<file path="config.mk">
export PLATFORM = sky130hd
export DESIGN_NAME = instruction_window
export DESIGN_NICKNAME = d
export VERILOG_FILES = /design/src/rtl/iw_pkg.sv /design/src/rtl/iw_free_find.sv /design/src/rtl/iw_oldest_pick.sv /design/src/rtl/iw_wake.sv /design/src/rtl/instruction_window.sv
export SDC_FILE = /design/constraint.sdc
export NUM_CORES = 1
export LEC_CHECK = 0
export BUFFER_PORTS_ARGS = -buffer_cell sky130_fd_sc_hd__clkbuf_2
export CAP_MARGIN = 15
export CORE_UTILIZATION = 50
export DETAILED_ROUTE_END_ITERATION = 8
export GPL_TIMING_DRIVEN = 1
export HOLD_SLACK_MARGIN = 0.1
export PLACE_DENSITY = 0.67
export REMOVE_ABC_BUFFERS = 1
export SYNTH_ARGS = -nofsm -noshare
export SYNTH_HDL_FRONTEND = slang
export SYNTH_HIERARCHICAL = 1
export SYNTH_SLANG_ARGS = --single-unit
</file>
<file path="constraint.sdc">
create_clock -name clk -period 23 [get_ports clk]
set_input_delay 3.45 -clock clk [delete_from_list [all_inputs] [get_ports clk]]
set_output_delay 3.45 -clock clk [all_outputs]
set_load 0.01 [all_outputs]
</file>
<file path="src/rtl/iw_pkg.sv">
package iw_pkg;
    parameter int DEPTH  = 8;
    parameter int UNITS  = 3;
    parameter int TAG_W  = 5;
    parameter int LANES  = 2;
    parameter int BCAST  = 2;
    localparam int IDX_W = $clog2(DEPTH);
    localparam int CLS_W = $clog2(UNITS);
    localparam int CNT_W = $clog2(DEPTH + 1);

    typedef struct packed {
        logic             vld;
        logic [CLS_W-1:0] cls;
        logic [TAG_W-1:0] s0;
        logic             r0;
        logic [TAG_W-1:0] s1;
        logic             r1;
        logic [TAG_W-1:0] dst;
        logic [IDX_W-1:0] rank;
    } iw_entry_t;

    typedef struct packed {
        iw_entry_t [DEPTH-1:0] ent;
        logic [CNT_W-1:0]      count;
    } iw_state_t;
endpackage

</file>
<file path="src/rtl/iw_free_find.sv">
module iw_free_find #(
    parameter int N  = 8,
    parameter int IW = 3
) (
    input  logic [N-1:0]  busy,
    output logic          found0,
    output logic          found1,
    output logic [IW-1:0] idx0,
    output logic [IW-1:0] idx1
);
    // lowest and second-lowest empty slot
    always_comb begin
        found0 = 1'b0;
        found1 = 1'b0;
        idx0   = '0;
        idx1   = '0;
        for (int i = 0; i < N; i++) begin
            if (!busy[i]) begin
                if (!found0) begin
                    found0 = 1'b1;
                    idx0   = IW'(i);
                end else if (!found1) begin
                    found1 = 1'b1;
                    idx1   = IW'(i);
                end
            end
        end
    end
endmodule

</file>
<file path="src/rtl/iw_oldest_pick.sv">
module iw_oldest_pick #(
    parameter int N  = 8,
    parameter int IW = 3
) (
    input  logic [N-1:0]         cand,
    input  logic [N-1:0][IW-1:0] rank,
    output logic                 found,
    output logic [IW-1:0]        idx
);
    logic [IW-1:0] best;

    always_comb begin
        found = 1'b0;
        idx   = '0;
        best  = '0;
        for (int i = 0; i < N; i++) begin
            if (cand[i] && (!found || rank[i] < best)) begin
                found = 1'b1;
                idx   = IW'(i);
                best  = rank[i];
            end
        end
    end
endmodule

</file>
<file path="src/rtl/iw_wake.sv">
module iw_wake #(
    parameter int TW = 5,
    parameter int NB = 2
) (
    input  logic [TW-1:0]         tag,
    input  logic [NB-1:0]         bc_vld,
    input  logic [NB-1:0][TW-1:0] bc_tag,
    output logic                  hit
);
    always_comb begin
        hit = 1'b0;
        for (int b = 0; b < NB; b++) begin
            if (bc_vld[b] && bc_tag[b] == tag) hit = 1'b1;
        end
    end
endmodule

</file>
<file path="src/rtl/instruction_window.sv">
module instruction_window
    import iw_pkg::*;
(
    input  logic                        clk,
    input  logic                        rst_n,
    input  logic [LANES-1:0]            in_valid,
    output logic [LANES-1:0]            in_ready,
    input  logic [LANES-1:0][CLS_W-1:0] in_cls,
    input  logic [LANES-1:0][TAG_W-1:0] in_src0,
    input  logic [LANES-1:0]            in_src0_rdy,
    input  logic [LANES-1:0][TAG_W-1:0] in_src1,
    input  logic [LANES-1:0]            in_src1_rdy,
    input  logic [LANES-1:0][TAG_W-1:0] in_dst,
    output logic                        dec_stall,
    input  logic [BCAST-1:0]            bc_valid,
    input  logic [BCAST-1:0][TAG_W-1:0] bc_tag,
    input  logic [UNITS-1:0]            unit_free,
    output logic [UNITS-1:0]            iss_valid,
    output logic [UNITS-1:0][TAG_W-1:0] iss_dst
);
    iw_state_t st_q, st_d;

    logic [DEPTH-1:0]            busy;
    logic [DEPTH-1:0][IDX_W-1:0] rank_v;
    logic [DEPTH-1:0]            hit0, hit1;
    logic [LANES-1:0]            lhit0, lhit1;
    logic                        f0, f1;
    logic [IDX_W-1:0]            i0, i1;
    logic [IDX_W-1:0]            slot_a, slot_b;
    logic                        take0, take1;
    logic [UNITS-1:0][DEPTH-1:0] cand;
    logic [UNITS-1:0]            pick_found;
    logic [UNITS-1:0][IDX_W-1:0] pick_idx;
    logic [DEPTH-1:0]            iss_mask;
    logic [CNT_W-1:0]            n_iss, remain;
    logic [IDX_W-1:0]            below;
    logic [CNT_W-1:0]            occ_q;

    assign occ_q = st_q.count;

    always_comb begin
        for (int i = 0; i < DEPTH; i++) begin
            busy[i]   = st_q.ent[i].vld;
            rank_v[i] = st_q.ent[i].rank;
        end
    end

    iw_free_find #(.N(DEPTH), .IW(IDX_W)) u_free (
        .busy(busy), .found0(f0), .found1(f1), .idx0(i0), .idx1(i1)
    );

    // ---- acceptance: lane 0 always before lane 1
    assign in_ready[0] = f0;
    assign in_ready[1] = in_valid[0] ? f1 : f0;
    assign take0       = in_valid[0] & in_ready[0];
    assign take1       = in_valid[1] & in_ready[1];
    assign slot_a      = i0;
    assign slot_b      = in_valid[0] ? i1 : i0;
    assign dec_stall   = ~f1;

    // ---- wakeup comparators for stored and arriving sources
    for (genvar e = 0; e < DEPTH; e++) begin : g_ent_wake
        iw_wake #(.TW(TAG_W), .NB(BCAST)) u_w0 (
            .tag(st_q.ent[e].s0), .bc_vld(bc_valid), .bc_tag(bc_tag), .hit(hit0[e])
        );
        iw_wake #(.TW(TAG_W), .NB(BCAST)) u_w1 (
            .tag(st_q.ent[e].s1), .bc_vld(bc_valid), .bc_tag(bc_tag), .hit(hit1[e])
        );
    end
    for (genvar l = 0; l < LANES; l++) begin : g_lane_wake
        iw_wake #(.TW(TAG_W), .NB(BCAST)) u_w0 (
            .tag(in_src0[l]), .bc_vld(bc_valid), .bc_tag(bc_tag), .hit(lhit0[l])
        );
        iw_wake #(.TW(TAG_W), .NB(BCAST)) u_w1 (
            .tag(in_src1[l]), .bc_vld(bc_valid), .bc_tag(bc_tag), .hit(lhit1[l])
        );
    end

    // ---- per-unit selection of the oldest ready entry
    always_comb begin
        for (int u = 0; u < UNITS; u++) begin
            for (int i = 0; i < DEPTH; i++) begin
                cand[u][i] = st_q.ent[i].vld && st_q.ent[i].r0 && st_q.ent[i].r1
                             && (st_q.ent[i].cls == CLS_W'(u));
            end
        end
    end

    for (genvar u = 0; u < UNITS; u++) begin : g_unit
        iw_oldest_pick #(.N(DEPTH), .IW(IDX_W)) u_pick (
            .cand(cand[u]), .rank(rank_v), .found(pick_found[u]), .idx(pick_idx[u])
        );
        assign iss_valid[u] = pick_found[u] & unit_free[u];
        assign iss_dst[u]   = st_q.ent[pick_idx[u]].dst;
    end

    always_comb begin
        iss_mask = '0;
        for (int u = 0; u < UNITS; u++) begin
            if (iss_valid[u]) iss_mask[pick_idx[u]] = 1'b1;
        end
    end

    // ---- next state
    always_comb begin
        st_d  = st_q;
        n_iss = '0;
        below = '0;
        for (int i = 0; i < DEPTH; i++) begin
            if (iss_mask[i]) n_iss = n_iss + CNT_W'(1);
        end
        for (int i = 0; i < DEPTH; i++) begin
            below = '0;
            for (int j = 0; j < DEPTH; j++) begin
                if (iss_mask[j] && rank_v[j] < rank_v[i]) below = below + IDX_W'(1);
            end
            st_d.ent[i].rank = rank_v[i] - below;
            st_d.ent[i].r0   = st_q.ent[i].r0 | hit0[i];
            st_d.ent[i].r1   = st_q.ent[i].r1 | hit1[i];
            if (iss_mask[i]) st_d.ent[i].vld = 1'b0;
        end
        remain = st_q.count - n_iss;
        if (take0) begin
            st_d.ent[slot_a].vld  = 1'b1;
            st_d.ent[slot_a].cls  = in_cls[0];
            st_d.ent[slot_a].s0   = in_src0[0];
            st_d.ent[slot_a].r0   = in_src0_rdy[0] | lhit0[0];
            st_d.ent[slot_a].s1   = in_src1[0];
            st_d.ent[slot_a].r1   = in_src1_rdy[0] | lhit1[0];
            st_d.ent[slot_a].dst  = in_dst[0];
            st_d.ent[slot_a].rank = IDX_W'(remain);
        end
        if (take1) begin
            st_d.ent[slot_b].vld  = 1'b1;
            st_d.ent[slot_b].cls  = in_cls[1];
            st_d.ent[slot_b].s0   = in_src0[1];
            st_d.ent[slot_b].r0   = in_src0_rdy[1] | lhit0[1];
            st_d.ent[slot_b].s1   = in_src1[1];
            st_d.ent[slot_b].r1   = in_src1_rdy[1] | lhit1[1];
            st_d.ent[slot_b].dst  = in_dst[1];
            st_d.ent[slot_b].rank = IDX_W'(remain + CNT_W'(take0));
        end
        st_d.count = remain + CNT_W'(take0) + CNT_W'(take1);
    end

    always_ff @(posedge clk) begin
        if (!rst_n) st_q <= '0;
        else        st_q <= st_d;
    end
endmodule

</file>
Word level (Yosys, flattened, before mapping)
Index checks and enable logic that the tools add are counted.
- logic and storage cells: 846
- output and inout bits: 21
- flip-flop bits (word level): 188
- reductions and logical operators: 220
- add/subtract/negate cells: 74
- order comparisons: 95
- bitwise operators: 28
- multiplexer cells: 308
- equality and inequality tests: 56
- operator list (operator ; count):
    $bwmux W184 ; 16
    $demux W23 S3 ; 16
    $mux W3 ; 124
    $mux W184 ; 2
    $lt A3 B3 Y1 ; 85
    $bmux W23 S3 ; 3
    $eq A5 B5 Y1 ; 40
    $logic_and A1 B1 Y1 ; 170
    $add A3 B1 Y3 const B ; 56
    $mux W1 ; 111
    $mux W8 ; 8
    $mux W23 ; 2
    $mux W22 ; 2
    $mux W20 ; 2
    $mux W15 ; 2
    $mux W14 ; 2
    $add A4 B1 Y4 const B ; 6
    $mux W4 ; 6
    $sub A3 B3 Y3 ; 8
    $logic_not A1 Y1 ; 21
    $logic_or A1 B1 Y1 ; 21
    $lt A3 B4 Y1 const B ; 5
    $or A1 B1 Y1 ; 20
    $mux W9 ; 2
    12 further kinds ; 51

Depth between registers and ports, before layout
- word-level depth: 76
- gate-level depth with buffers: 75

Hierarchy
The synthesis kept the hierarchy.
- modules (own cells, without submodules) (module ; sequential area each (um2) ; area each (um2) ; times used ; cells an instance):
    instruction_window ; 3743.6 ; 15247.1 ; 1 ; 1773
    iw_wake ; 0.0 ; 113.9 ; 20 ; 15
    iw_oldest_pick (g_unit[2].u_pick) ; 0.0 ; 1003.5 ; 1 ; 131
    iw_oldest_pick (g_unit[1].u_pick) ; 0.0 ; 960.9 ; 1 ; 138
    iw_oldest_pick (g_unit[0].u_pick) ; 0.0 ; 909.6 ; 1 ; 130
    iw_free_find ; 0.0 ; 455.4 ; 1 ; 71

Worst setup path after synthesis
OpenSTA, ideal clock, no wires.
- path type: register -> register
- from: reg st_q, in the netlist busy[0]
- to: reg st_q, in the netlist rank_v[8]
- setup time: 0.120 ns
- stages on the path, launching flop included: 67
- data arrival time: 15.095 ns
- buffers on the path: 2
- required time: 22.880 ns
- period minus slack after synthesis: 15.215 ns
- path slack: 7.785 ns
- cell sequence: dfxtp_1 nand3_1 nor3b_1 buf_6 nand2_1 ha_1 a21oi_1 o221a_2 a32o_1 inv_1 ha_1 nor3_1 o31a_2 a41oi_2 mux2_1 inv_1 ha_1 a21oi_1 (+31 left out) a21oi_1 ha_1 xnor3_1 and3_1 nor3_1 ha_1 xnor3_1 and3_1 a211oi_1 ha_1 o22ai_1 fa_1 xnor2_1 xnor2_1 xnor3_2 xnor2_1 and2_0 o31a_1
- RTL lines (item ; line ; source):
    from (decl) ; instruction_window.sv:21 ; iw_state_t st_q, st_d;
    from (signal assigned) ; instruction_window.sv:148 ; else st_q <= st_d;

==> run_results.csv <==
group,metric,value,unit
status,outcome,"complete, no violations",
placed_design,hpwl,49000,um
routing,drtIter0Drc,1588,
synthesis,async_reset_ff_share,0,%
critical_path,reg2reg_to,"rank_v[8]",
synthesis,synth_xor_area_share,13.8,%
synthesis,synth-adder-area-share,12.9,%
critical_path,cp_max_fo,10,
min_path,min_from,"st_q[8]",
synthesis,yosysMostFrequentCell,"nor2_1",
critical_path,crit_top_cell,"ha_1",
finish,instances_no_fill,3071,
timing,period_share,76.9,%
placed_design,gp_congestion,0.967,
pwr,p_leak,8.40,nW
clocking,cts_setup_buffers,0,
clocking,root_buffer,"clkbuf_16",
critical_path,path_class,"register to register",
synthesis,synth_seq_cells,187,
clocking,cts_inserted_buffers,17,
timing,fmax,56.5,MHz
clocking,cts.sinks,187,
critical_path,end_kind,"register",
clocking,cts_buffer_depth,2,
timing,setup_viol,0,
floorplan,fp.dieArea,0.0425,sq mm
routing,drt-pass1-iter-count,6,
synthesis,synth_area,0.0209,sq mm
routing,via_per_inst,6.38,
critical_path,start_kind,"register",
routing,vias,19600,
global_route,grt_max_degree,83,
pwr,ir_worst_vdd,60.3,uV
timing,fin_ws,5300,ps
placed_design,io_buffer_count,77,
critical_path,critPathSlowestCell,"nor3b_1",
clocking,clk_latency,470,ps
critical_path,max_stage_delay,930,ps
global_route,grt_pass1_vias,19000,
min_path,holdPathEnd,"st_q[8]",
synthesis,synth_top_family_by_area,"simple AND/OR/NAND/NOR gates",
floorplan,die_x,206,um
timing,finClkSkew,12.1,ps
clocking,cts_tree,"built",
critical_path,cp.required,23420,ps
finish,layout-drive-gt1-share,11.7,%
synthesis,synth_cell_types,116,
synthesis,seq_area_frac_synth,18.0,%
run,cap_violations,0,
floorplan,coreArea,0.0410,sq mm
clocking,cts_htree_levels,4,
routing,wl,70000,um
synthesis,synth_edf_count,0,
timing,hold_violations,0,
min_path,min_path_type,"register to register",
finish,syn_to_final_growth,6.40,%
placed_design,dp_slack,5790,ps
synthesis,synth.area.mux_share,12.8,%
floorplan,design.portCount,78,
floorplan,rows,74,
routing,wl_per_cell,22.8,um
placed_design,dp.cells,3039,
synthesis,synth-simple-area-share,20.0,%
timing,relSlewSlack,19.9,%
synthesis,syn_inst,2543,
routing,route.detailed.drc,0,
timing,period_needed,17700,ps
global_route,overflow,0,
finish,antennaDiodeCount,0,
synthesis,synthFlopType,"dfxtp_1",
clocking,cts-resized-gates,0,
routing,final_antenna_net_count,0,
global_route,grt_pass1_wl,108000,um
critical_path,r2r_cells,71,
timing,rsz0062_at_grt,"no",
timing,maxSlewViolCount,0,
critical_path,r2r-start,"busy[0]",
global_route,antenna_found_initial,0,
pwr,finalPower,0.992,mW
min_path,min_path_cells,2,
timing,tightest_slew,1200,ps
floorplan,die_y,206,um
synthesis,ys_top_cells_by_area,"dfxtp_1 (18%), ha_1 (12%), xnor2_1 (11%), mux2i_1 (7.0%), nor2_1 (4.9%)",
pwr,p_per_area,44.7,mW/mm^2
synthesis,synth_commonest_cells,"nor2_1 (275), xnor2_1 (254), nand2_1 (216), ha_1 (201), dfxtp_1 (187)",
timing,tns,0,ps
finish,final_core_util,54.1,%
critical_path,rrSetupSlack,5300,ps
critical_path,cp.arrival,18110,ps
synthesis,yosysWarnings,6,
floorplan,initial_core_util,50.8,%
global_route,grt_usage,33.0,%
synthesis,yosysTopAreaCellShare,18.0,%
synthesis,syn_avg_cell_area,8.20,sq um
finish,nets,2793,
synthesis,synth_top_cell_by_area,"dfxtp_1",
clocking,cts.reportedPaths.clkPinSlew,80,ps
clocking,cts_hold_buf,0,
synthesis,synth_compound_area_share,17.3,%
==> kinds of logic (layout without fill, tap and decap cells) <==
kind of cell / Yosys count / after routing
simple gates: 865 / 865
compound gates: 501 / 501
xor+xnor: 295 / 295
buf+inv: 263 / 259
mux: 222 / 222
fa+ha+maj: 210 / 210
flops: 187 / 187
==> area by class of cell <==
| class | count | area, sq um |
|---|---|---|
| Multi-Input combinational cell | 2093 | 16100 |
| Inverter | 121 | 457 |
| Tap cell | 532 | 666 |
| Sequential cell | 187 | 3740 |
| Clock buffer | 19 | 453 |
| Fill cell | 3885 | 18800 |
| Timing Repair Buffer | 106 | 603 |
| Clock inverter | 13 | 155 |
==> critical path, delay by kind of cell, from the launching register on <==
family          cells  cell delay (ps)
compound gates     25             6070
simple gates       19             3910
fa+ha+maj          12             3490
xor+xnor            7             2220
mux                 4             1050
flops               1              450
buf+inv             4              440
==> per-layer routing <==
| layer | vias to the layer above | GRT usage [%] | wire [um] |
|---|---|---|---|
| li1 | 9139 | - | - |
| met1 | 9461 | 41.3 | 29100 |
| met2 | 798 | 54.9 | 32900 |
| met3 | 186 | 5.05 | 4770 |
| met4 | 0 | 17.0 | 3280 |
| met5 | - | 0 | 0 |
==> worst max path at each step <==
stage,cells after the start,slack [ps],to,start
after global placement,68,6480,rank_v[8],busy[0]
after floorplan,63,7210,rank_v[8],busy[0]
after global routing,71,4030,rank_v[8],busy[0]
final,71,5300,rank_v[8],busy[0]
after CTS,69,5630,rank_v[8],busy[0]
after detailed placement,71,5790,rank_v[8],busy[0]
==> report_power, final <==
part | total, mW | internal (mW) | switching (mW) | leakage (nW)
Sequential | 0.380 | 0.348 | 0.0322 | 1.52
Combinational | 0.295 | 0.119 | 0.176 | 6.58
Clock | 0.317 | 0.169 | 0.148 | 0.300
Total | 0.992 | 0.636 | 0.356 | 8.40
==> state kept, by name (all words and copies together) (netlist names) <==
| name | flops |
|---|---|
| busy | 8 |
| rank_v | 24 |
| occ_q | 3 |
| st_q | 152 |
==> layout by cell type, fill, tap and decap left out, types with 49 or more instances in the layout <==
cell type / instances
nor2_1: 269
xnor2_1: 254
nand2_1: 211
ha_1: 201
dfxtp_1: 187
mux2i_1: 146
inv_1: 119
a211oi_1: 114
a21oi_1: 102
clkbuf_2: 77
nand3_1: 72
nand4_1: 58
o21ai_0: 49
==> metrics by stage <==
stage / cell area, sq um / hold slack (ps)
finish: 22200 / 519
global route: 22200 / 550
CTS: 22200 / 520
detailed placement: 21600 / 505
global placement: 21600 / 494
floorplan: 20200 / 473
No activity file was read; power rests on OpenSTA's default activity.
